`src/rtl/ems_pkg.sv`:
```
package ems_pkg;
    localparam int BYTE_W = 8;

    typedef enum logic [1:0] {
        XS_IDLE   = 2'd0,
        XS_MAPPED = 2'd1,
        XS_BYPASS = 2'd2
    } xl_state_e;

    typedef enum logic [1:0] {
        WO_NONE  = 2'd0,
        WO_STORE = 2'd1,
        WO_RANGE = 2'd2,
        WO_RSV   = 2'd3
    } wr_outcome_e;
endpackage

```
`src/rtl/ems_regfile.sv`:
```
module ems_regfile
    import ems_pkg::*;
#(
    parameter int NUM_BANKS = 28,
    parameter int BANK_W    = 16,
    parameter int IDX_W     = 8,
    parameter int ENT_W     = 5,
    parameter int PAGE_W    = 15,
    parameter int RSV_A     = 10,
    parameter int RSV_B     = 11
) (
    input  logic                  clk,
    input  logic                  rst_n,
    input  logic                  wr_en,
    input  logic                  wr_sel,
    input  logic [BANK_W/8-1:0]   wr_be,
    input  logic [BANK_W-1:0]     wr_data,
    input  logic [ENT_W-1:0]      xl_entry,
    output logic [PAGE_W-1:0]     xl_page_raw,
    output logic [IDX_W-1:0]      index_q,
    output logic [BANK_W-1:0]     rd_bank,
    output logic                  range_err,
    output logic                  fb_flag
);
    localparam int LANES = BANK_W / BYTE_W;

    logic [BANK_W-1:0] bank_q [NUM_BANKS];
    logic [ENT_W-1:0]  sel_entry;
    wr_outcome_e       outcome;

    assign sel_entry = index_q[2 +: ENT_W];

    // index register
    always_ff @(posedge clk) begin
        if (!rst_n)
            index_q <= '0;
        else if (wr_en && !wr_sel && wr_be[0])
            index_q <= wr_data[IDX_W-1:0];
    end

    // classify a bank data write
    always_comb begin
        outcome = WO_NONE;
        if (wr_en && wr_sel) begin
            if (int'(sel_entry) >= NUM_BANKS)
                outcome = WO_RANGE;
            else if (int'(sel_entry) == RSV_A || int'(sel_entry) == RSV_B)
                outcome = WO_RSV;
            else
                outcome = WO_STORE;
        end
    end

    for (genvar g = 0; g < NUM_BANKS; g++) begin : g_bank
        always_ff @(posedge clk) begin
            if (!rst_n)
                bank_q[g] <= '0;
            else if (outcome == WO_STORE && int'(sel_entry) == g) begin
                for (int b = 0; b < LANES; b++) begin
                    if (wr_be[b])
                        bank_q[g][b*BYTE_W +: BYTE_W] <= wr_data[b*BYTE_W +: BYTE_W];
                end
            end
        end
    end

    always_ff @(posedge clk) begin
        if (!rst_n) begin
            range_err <= 1'b0;
            fb_flag   <= 1'b0;
        end else begin
            range_err <= (outcome == WO_RANGE);
            fb_flag   <= (outcome == WO_RSV);
        end
    end

    always_comb begin
        rd_bank = '0;
        if (int'(sel_entry) < NUM_BANKS)
            rd_bank = bank_q[sel_entry];
    end

    always_comb begin
        xl_page_raw = '0;
        if (int'(xl_entry) < NUM_BANKS)
            xl_page_raw = bank_q[xl_entry][PAGE_W-1:0];
    end
endmodule

```
`src/rtl/ems_xlate.sv`:
```
module ems_xlate
    import ems_pkg::*;
#(
    parameter int AW     = 19,
    parameter int ENT_W  = 5,
    parameter int OFF_W  = 13,
    parameter int PAGE_W = 15,
    parameter logic [AW-1:0] WIN_LO = 19'h40000,
    parameter logic [AW-1:0] WIN_HI = 19'h78000
) (
    input  logic              clk,
    input  logic              rst_n,
    input  logic              mem_req,
    input  logic [AW-1:0]     mem_waddr,
    input  logic [PAGE_W-1:0] bank_page,
    output logic [ENT_W-1:0]  xl_entry,
    output logic              xl_valid,
    output logic              xl_mapped,
    output logic [PAGE_W-1:0] xl_page,
    output logic [OFF_W-1:0]  xl_offset
);
    xl_state_e         state_q, state_d;
    logic              in_win;
    logic [PAGE_W-1:0] page_q;
    logic [OFF_W-1:0]  off_q;

    assign xl_entry = mem_waddr[OFF_W +: ENT_W];
    assign in_win   = (mem_waddr >= WIN_LO) && (mem_waddr < WIN_HI);

    always_comb begin
        unique case (state_q)
            XS_IDLE, XS_MAPPED, XS_BYPASS: begin
                if (!mem_req)
                    state_d = XS_IDLE;
                else if (in_win)
                    state_d = XS_MAPPED;
                else
                    state_d = XS_BYPASS;
            end
            default: state_d = XS_IDLE;
        endcase
    end

    always_ff @(posedge clk) begin
        if (!rst_n)
            state_q <= XS_IDLE;
        else
            state_q <= state_d;
    end

    always_ff @(posedge clk) begin
        if (!rst_n) begin
            page_q <= '0;
            off_q  <= '0;
        end else if (state_d == XS_MAPPED) begin
            page_q <= bank_page;
            off_q  <= mem_waddr[OFF_W-1:0];
        end else begin
            page_q <= '0;
            off_q  <= '0;
        end
    end

    always_comb begin
        xl_valid  = 1'b0;
        xl_mapped = 1'b0;
        unique case (state_q)
            XS_IDLE:   ;
            XS_MAPPED: begin xl_valid = 1'b1; xl_mapped = 1'b1; end
            XS_BYPASS: xl_valid = 1'b1;
            default:   ;
        endcase
        xl_page   = page_q;
        xl_offset = off_q;
    end
endmodule

```
`src/rtl/ems_bank_mapper.sv`:
```
module ems_bank_mapper
    import ems_pkg::*;
#(
    parameter int NUM_BANKS = 28,
    parameter int BANK_W    = 16,
    parameter int IDX_W     = 8,
    parameter int AW        = 19,
    parameter int OFF_W     = 13,
    parameter int PAGE_W    = 15
) (
    input  logic                clk,
    input  logic                rst_n,
    input  logic                io_wr,
    input  logic                io_sel,
    input  logic [BANK_W/8-1:0] io_be,
    input  logic [BANK_W-1:0]   io_wdata,
    output logic [BANK_W-1:0]   io_rdata,
    input  logic                mem_req,
    input  logic [AW-1:0]       mem_waddr,
    output logic                xl_valid,
    output logic                xl_mapped,
    output logic [PAGE_W-1:0]   xl_page,
    output logic [OFF_W-1:0]    xl_offset,
    output logic                range_err,
    output logic                fb_flag
);
    localparam int ENT_W = 5;

    logic [ENT_W-1:0]  xl_entry;
    logic [PAGE_W-1:0] bank_page;
    logic [IDX_W-1:0]  index_q;
    logic [BANK_W-1:0] rd_bank;

    ems_regfile #(
        .NUM_BANKS(NUM_BANKS), .BANK_W(BANK_W), .IDX_W(IDX_W),
        .ENT_W(ENT_W), .PAGE_W(PAGE_W), .RSV_A(10), .RSV_B(11)
    ) u_rf (
        .clk(clk), .rst_n(rst_n),
        .wr_en(io_wr), .wr_sel(io_sel), .wr_be(io_be), .wr_data(io_wdata),
        .xl_entry(xl_entry), .xl_page_raw(bank_page),
        .index_q(index_q), .rd_bank(rd_bank),
        .range_err(range_err), .fb_flag(fb_flag)
    );

    ems_xlate #(
        .AW(AW), .ENT_W(ENT_W), .OFF_W(OFF_W), .PAGE_W(PAGE_W)
    ) u_xl (
        .clk(clk), .rst_n(rst_n),
        .mem_req(mem_req), .mem_waddr(mem_waddr), .bank_page(bank_page),
        .xl_entry(xl_entry), .xl_valid(xl_valid), .xl_mapped(xl_mapped),
        .xl_page(xl_page), .xl_offset(xl_offset)
    );

    assign io_rdata = io_sel ? rd_bank : BANK_W'(index_q);
endmodule

```
`config.mk`:
```
export PLATFORM = sky130hd
export DESIGN_NAME = ems_bank_mapper
export DESIGN_NICKNAME = d
export VERILOG_FILES = /design/src/rtl/ems_pkg.sv /design/src/rtl/ems_regfile.sv /design/src/rtl/ems_xlate.sv /design/src/rtl/ems_bank_mapper.sv
export SDC_FILE = /design/constraint.sdc
export NUM_CORES = 1
export LEC_CHECK = 0
export CAP_MARGIN = 10
export CORE_ASPECT_RATIO = 0.5
export CORE_MARGIN = 2
export CORE_UTILIZATION = 38
export CTS_BUF_LIST = sky130_fd_sc_hd__clkbuf_16
export DETAILED_ROUTE_END_ITERATION = 10
export SYNTH_ARGS = -nofsm -noshare
export SYNTH_HDL_FRONTEND = slang
export SYNTH_SLANG_ARGS = --single-unit
export TNS_END_PERCENT = 100
```
`constraint.sdc`:
```
create_clock -name clk -period 3.15 [get_ports clk]
set_clock_uncertainty 0.2 [all_clocks]
set_input_delay 0.945 -clock clk [delete_from_list [all_inputs] [get_ports clk]]
set_output_delay 0.945 -clock clk [all_outputs]
set_load 0.05 [all_outputs]
```
# Word-level counts from Yosys, hierarchy flattened
# Memories as Yosys holds them, arrays and structs flattened. A register that Yosys moved wholly into a read port is not among the register bits.
# Cells that the tools add are included.
dict set report word_totals {
  ramBits 448
  memories 1
  word_cells 380
  regBits 25
  inputBits 42
}
dict set report classes {
  n_lt_le_gt_ge 5
  eq_ne 33
  reduce_logical 41
  bitwise 56
  mux 239
}
# memory words word_bits read_ports rd_ports_with_merged_regs write_ports line_no
set memory_table {}
lappend memory_table {u_rf.bank_q 28 16 2 2 28 ems_regfile.sv:27} ;# logic [BANK_W-1:0] bank_q [NUM_BANKS];
# op n
set op_table {}
lappend op_table {{8-bit 2-to-1 mux} 56}
lappend op_table {{1-bit 2-to-1 mux} 173}
lappend op_table {{5-bit == test, second input constant} 16}
lappend op_table {{1-bit bitwise OR} 56}
lappend op_table {{5-bit by 4-bit == test with 1-bit output, second input constant} 8}
lappend op_table {{1-bit logical AND} 32}
lappend op_table {{16-bit 2-to-1 mux} 2}
lappend op_table {{19-bit greater-or-equal comparator, second input constant} 1}
lappend op_table {{19-bit < comparator, second input constant} 1}
lappend op_table {{2-bit 2-to-1 mux} 6}
lappend op_table {{5-bit by 3-bit == test with 1-bit output, second input constant} 2}
lappend op_table {{5-bit < comparator, second input constant} 2}
lappend op_table {{5-bit 2-to-1 mux} 2}
lappend op_table {{2-bit by 1-bit == test with 1-bit output, second input constant} 3}
lappend op_table {{2-bit == test, second input constant} 3}
lappend op_table {{5-bit by 2-bit == test with 1-bit output, second input constant} 1}
lappend op_table {{5-bit greater-or-equal comparator, second input constant} 1}
lappend op_table {{5-bit zero test} 1}
lappend op_table {{3-bit AND reduction} 1}
lappend op_table {{3-bit OR reduction} 1}
lappend op_table {{1-bit zero test} 2}
lappend op_table {{2-bit zero test} 1}
lappend op_table {{2-bit AND reduction} 1}
lappend op_table {{2-bit OR reduction} 1}
lappend op_table {{1-bit logical OR} 1}

# Logic depth before layout (Yosys ltp)
# Gate-level depths: netlist of run 1.
dict set report logic_depth {
  ltp_word 11
  ltp_mapped 8
}

# Modules after synthesis
# Synthesis of run 1 repeated with hierarchy kept, for this count alone.
dict set report unflattened {
  hier_cells 1834
  area_unflattened_um2 25989.9
}
# module area_each_um2 n_inst cells_per_inst
set by_module_without_submodules {}
lappend by_module_without_submodules {ems_regfile 24687.4 1 1735}
lappend by_module_without_submodules {ems_xlate 1132.3 1 81}
lappend by_module_without_submodules {ems_bank_mapper 170.2 1 18}

# Worst setup path after synthesis of run 1
# No wires, ideal clock.
dict set report synth_timing {
  path_type {input to output}
  start {input io_sel}
  end {output io_rdata[10]}
  cell_stages 3
  setup_slack_ns -0.894
  arrival_ns 2.899
  cell_sequence {clkbuf_1 -> nand2_1 -> nor4_1}
}
dict set report synth_between {
  elab_chain_len 1
}
# element line_no
set synth_rtl {}
lappend synth_rtl {{from (decl)} ems_bank_mapper.sv:14} ;# input logic io_sel,
lappend synth_rtl {{16-bit 2-to-1 mux} ems_bank_mapper.sv:54} ;# assign io_rdata = io_sel ? rd_bank : BANK_W'(index_q);
lappend synth_rtl {{to (decl)} ems_bank_mapper.sv:17} ;# output logic [BANK_W-1:0] io_rdata,
# Every way passes these cells.

==> flow_summary.ini, run 1 <==
[outcome]
outcome = finished with violations
violations = negative setup slack

[drt]
num_vias = 16600
final_antenna_net_count = 0
avgRoutedWirePerCell_um = 26.8
drc = 0
detail_route.wirelength_um = 79000
drt-pass1-iter-count = 6
drt-vias-per-instance = 5.62
iter_0_drt_violations = 1746

[cts]
clock_tree.htree_level_count = 2
ctsHoldBuffers = 0
tritoncts_clock_tree = yes
clock_tree.buffer_depth = 3
cts-buffers-inserted = 49
worst_setup_hold_path_clk_slew_ns = 0.07
clkLatencyLatePin_ns = 0.60
clockRootBuffer = clkbuf_16
clock_sinks = 493

[synth]
ys.flop_type = edfxtp_1
netlist_top_cells_count = edfxtp_1 (448), and2_1 (419), mux4_2 (208), mux2i_1 (85), clkbuf_1 (73)
synth.ff_latch_count = 493
synth.avg_cell_area_sq_um = 14.7
fraction_of_synthesis_flops_using_an_asynchronous_set_or_reset_pin = 0
yosys.cell_count.top_type = edfxtp_1
ys_seq_area_frac = 0.565
post_synth_design_cell_area_sq_mm = 0.0254
synth_cells = 1724
netlist.area_leader.share = 0.529
synth_top_area_cell = edfxtp_1
synth_warnings = 0
synth_edf_count = 448
distinct_cell_type_count_of_the_synthesized_netlist = 51
ys_top_cells_by_area = edfxtp_1 (53%), mux4_2 (18%), and2_1 (10%)

[grt]
number_of_global_route_vias_before_repair = 16700
grt_pass1_wl_um = 115000
grt_start_max_net_pins = 36
gr-total-overflow = 0
number_of_antenna_violations_at_the_first_check_in_global_routing = 0
tot_gr_track_use = 0.226

[critical_path]
cp.buffers_inverters = 4
timing.critical_path.max_delay_family = compound AO/OA/AOI/OAI gates
worstSetupStartpointType = flip-flop
critical_path_peak_fanout = 14
crit_slowest_cell = or3b_4
r2r_start = u_rf.index_q[2]
cp_slowest_stage_delay_ns = 0.44
crit_arrival_ns = 2.73
cp.required_ns = 2.00
critical_path.most_common_cell = buf_12
critPathKind = flip-flop to output port
worst_setup_path_end_kind = output port
crit_path_cell_trace = buf_12 > buf_12 > or3b_4 > o22ai_2 > buf_6 > a2111oi_4 > a221oi_4 > buf_12

[timing]
final.period_utilization = 1.23
setup_viol = 16
final-hold-violation-count = 0
finalSetupTns_ns = -10.59
achievable-frequency_ghz = 0.258
slew_viol_final = 0
setup_ws_ns = -0.726
grt_setup_unrepaired = true
hold_slack_ns = 0.311
timing.slew.headroom = 0.445
period_needed_ns = 3.88
actual_slew_at_the_worst_max_slew_pin_ns = 0.833

[worst_hold_path]
hold_path.class = flip-flop to flip-flop
hp-start = u_rf.index_q[0]

[finish]
layout.core_utilization = 0.481
layoutNonFillerInstCount = 2946
antennaDiodeCount = 0
area_delta_synth_final_pct = 24.1
layout.nets = 2066
stdcell_area_sq_mm = 0.0316
drive_gt1_frac = 0.303

[placement]
postPlaceCellArea_sq_mm = 0.0292
routabilityCongestion = 0.918
place.detailed.instances = 2826
dp_hpwl_um = 54800
port_buffers = 89

[floorplan]
floorplan.rows = 66
die_width_um = 370
fp.dieH_um = 187
start_util = 0.388
die_area_sq_mm = 0.0691
core-area_sq_mm = 0.0656
design.portCount = 90

[job]
max-cap-violations = 0

[pwr]
cellLeakagePower_nw = 11.7
power.density_mw_per_mm2 = 489
ir_worst_vdd_uv = 331
final timing paths:
check	to	slack, ns	depth (start not counted)
max	io_rdata[1]	-0.73	8
min reg2reg	u_rf.index_q[0]	0.31	2
min	u_rf.index_q[0]	0.31	2
max reg2reg	u_rf.bank_q[1][7]	0.64	5
where the power goes:
| part | total, mW | switching (mW) | leakage [nW] | internal (mW) |
|---|---|---|---|---|
| clock network | 6.08 | 2.60 | 0.844 | 3.48 |
| registers | 7.50 | 0.136 | 4.97 | 7.36 |
| logic | 1.87 | 1.02 | 5.86 | 0.852 |
per-stage QoR:
step / worst slack (ns) / power [mW]
detailed placement: -0.734 / 9.39
floorplan: -0.633 / 8.56
global route: -0.768 / 15.9
CTS: -0.725 / 15.4
global placement: -0.722 / 9.38
finish: -0.726 / 15.4
cell usage in the layout (no fill, tap or decap), types with 7 or more instances in the layout:
cell type	instances
nor2b_1	20
and2_1	418
buf_12	44
nand3_1	12
mux2_2	8
clkinv_2	7
conb_1	32
o22ai_1	12
mux2i_1	80
and3_1	16
edfxtp_1	448
nand2_1	46
mux2_4	8
clkdlybuf4s50_1	66
clkinv_1	11
o21ai_0	66
dfxtp_1	42
buf_4	214
nor2_1	70
a21o_1	12
clkbuf_16	52
inv_1	20
bufinv_16	8
mux4_2	208
buf_6	10
nand2b_1	10
worst register-to-register path, stage by stage, from the launching register on:
cell and delay (ns):
dfxtp_1 0.59, nor2b_1 0.38, nand3_1 0.13, buf_4 0.20, nor2_1 0.63, and2_1 0.23
routing by layer:
layer | vias to the layer above | part of all wire | track usage
met2 | 663 | 0.49 | 0.378
met1 | 8609 | 0.41 | 0.309
met3 | 108 | 0.074 | 0.0381
met4 | 0 | 0.023 | 0.0536
li1 | 7176 | - | -
met5 | - | 0 | 0
kinds of logic (layout without fill, tap and decap cells):
logic type	count (synthesis)	after routing	synth area share
compound gates	153	153	0.0393
mux	309	309	0.225
other cells	1	32	0.000148
flops	493	493	0.565
simple gates	628	628	0.143
buf+inv	138	445	0.0275
fa+ha+maj	2	2	0.000984
flip-flops by register name, indices dropped and copies added (netlist names), named ones only:
name	flops
u_rf.bank_q	448
u_rf.fb_flag	1
u_rf.index_q	8
u_rf.range_err	1
u_xl.state_q	2
u_xl.xl_offset	13
u_xl.xl_page	15
final cells by class:
class | instances | area [sq um]
fillers | 5657 | 34000
flip-flops and latches | 493 | 14400
multi-input cells | 1124 | 11000
repair buffers | 347 | 3490
clock buffers | 49 | 1230
well taps | 884 | 1110
clock inverters | 42 | 390
inverters | 7 | 26.3
what timing repair did:
action | 4_1_cts | 5_1_grt
gates cloned | 2 | 3
resized for setup | 43 | 38
endpoints found under the setup margin | 17 | 16
buffers inserted | 17 | 9
pin swaps | 6 | 16
Power figures use the tool's default switching activity.
==> run 2, diff against run 1 <==
- MAX_ROUTING_LAYER: not set -> met4
==> flow_summary.ini, run 2 (same netlist as run 1, synthesis figures left out) <==
[cts]
tritoncts_clock_tree = yes
cts-buffers-inserted = 49
clock_sinks = 493
clkLatencyLatePin_ns = 0.59
clock_tree.htree_level_count = 2
clock_tree.buffer_depth = 3
worst_setup_hold_path_clk_slew_ns = 0.07
clockRootBuffer = clkbuf_16

[placement]
dp_hpwl_um = 54800
routabilityCongestion = 0.936
postPlaceCellArea_sq_mm = 0.0292
port_buffers = 89

[pwr]
power.density_mw_per_mm2 = 490
ir_worst_vdd_uv = 331
power.switching_mw = 3.75
netSwitchingFraction = 0.243
clockPowerShare = 0.394
seq_power_share = 0.486
cellLeakagePower_nw = 11.7
combPwrFrac = 0.120
p_int_mw = 11.7

[critical_path]
critPathKind = flip-flop to output port
worstSetupStartpointType = flip-flop
critical_path_peak_fanout = 8
crit_arrival_ns = 2.71
worst_setup_path_end_kind = output port
cp.required_ns = 2.00

[grt]
grt_start_max_net_pins = 36
tot_gr_track_use = 0.233
number_of_global_route_vias_before_repair = 16700
grt_pass1_wl_um = 115000
number_of_antenna_violations_at_the_first_check_in_global_routing = 0
gr-total-overflow = 0

[job]
max-cap-violations = 0

[drt]
iter_0_drt_violations = 1916
final_antenna_net_count = 0
num_vias = 16500
detail_route.wirelength_um = 78900
drc = 0
drt-pass1-iter-count = 6
drt-vias-per-instance = 5.60
avgRoutedWirePerCell_um = 26.8

[timing]
actual_slew_at_the_worst_max_slew_pin_ns = 0.851
finalSetupTns_ns = -10.64
period_needed_ns = 3.86
final.period_utilization = 1.23
final-hold-violation-count = 0
grt_setup_unrepaired = true
setup_ws_ns = -0.709
timing.slew.headroom = 0.432
slew_viol_final = 0
setup_viol = 16
achievable-frequency_ghz = 0.259
hold_slack_ns = 0.312

[floorplan]
design.portCount = 90
floorplan.rows = 66
die_area_sq_mm = 0.0691
die_width_um = 370
core-area_sq_mm = 0.0656
fp.dieH_um = 187
start_util = 0.388

[finish]
drive_gt1_frac = 0.300
antennaDiodeCount = 0
registers.top_by_ff_count = u_rf.bank_q
layout.cells.most_common_list = edfxtp_1 (448), and2_1 (418), buf_4 (214), mux4_2 (208), mux2i_1 (81)
area_delta_synth_final_pct = 23.8
layout.nets = 2064
mostFrequentLayoutCell = edfxtp_1
largest_reg_flops = 448
stdcell_area_sq_mm = 0.0315

[outcome]
outcome = finished with violations
violations = negative setup slack

[worst_hold_path]
hold_path.class = flip-flop to flip-flop
-- run 2: cell count changes in the layout (fill, tap and decap cells not counted), sizes merged --
| cell | change |
|---|---|
| buf | -2 |
-- run 2: timing repair --
action / in CTS / in global routing
hold endpoints to repair: 0 / 0
buffers inserted: 17 / 9
hold buffers: 0 / 0
endpoints found under the setup margin: 17 / 16
pin swaps: 6 / 10
gates resized for setup: 43 / 24
gates cloned: 2 / 3
-- run 2: final timing paths --
kind | endpoint | depth (start not counted) | from | slack (ns)
max | io_rdata[11] | 7 | flip-flop | -0.71
min | u_rf.index_q[0] | 2 | u_rf.index_q[0] | 0.31
max reg2reg | u_rf.bank_q[1][7] | 5 | u_rf.index_q[2] | 0.62
min reg2reg | u_rf.index_q[0] | 2 | u_rf.index_q[0] | 0.31
-- run 2: power groups by stage --
stage	registers [mW]	clock network, mW	logic, mW
finish	7.50	6.08	1.85
global route	7.52	6.41	1.93
global placement	7.62	0	1.76
floorplan	7.61	0	0.952
CTS	7.49	6.13	1.83
detailed placement	7.63	0	1.76
-- run 2: layout make-up --
type / instances / area, sq um
clock buffers: 49 / 1230
well taps: 884 / 1110
fillers: 5661 / 34100
flip-flops and latches: 493 / 14400
clock inverters: 42 / 390
inverters: 7 / 26.3
multi-input cells: 1124 / 10900
repair buffers: 345 / 3460
-- run 2: metal layers --
| metal | up-vias | global-route usage | share of wire |
|---|---|---|---|
| met1 | 8579 | 0.312 | 0.42 |
| met3 | 97 | 0.0357 | 0.070 |
| met4 | 0 | 0.0539 | 0.022 |
| li1 | 7175 | - | - |
| met5 | - | - | 0 |
| met2 | 649 | 0.377 | 0.49 |
-- run 2: metrics by stage --
stage               worst slack, ns  utilization  cells  total power, mW
floorplan                    -0.633            -   1755             8.56
global placement             -0.722        0.445   2826             9.38
detailed placement           -0.734        0.445   2826             9.39
CTS                          -0.725        0.476   2936             15.4
global route                 -0.764        0.480   2944             15.9
finish                       -0.709        0.480   2944             15.4
-- run 2: critical path: stages (launching register included) --
cell and delay, ns:
dfxtp_4 0.46, buf_12 0.14, clkbuf_16 0.17, mux4_2 0.54
nor2_4 0.13, nor4_1 0.07, a221o_1 0.42, buf_12 0.19
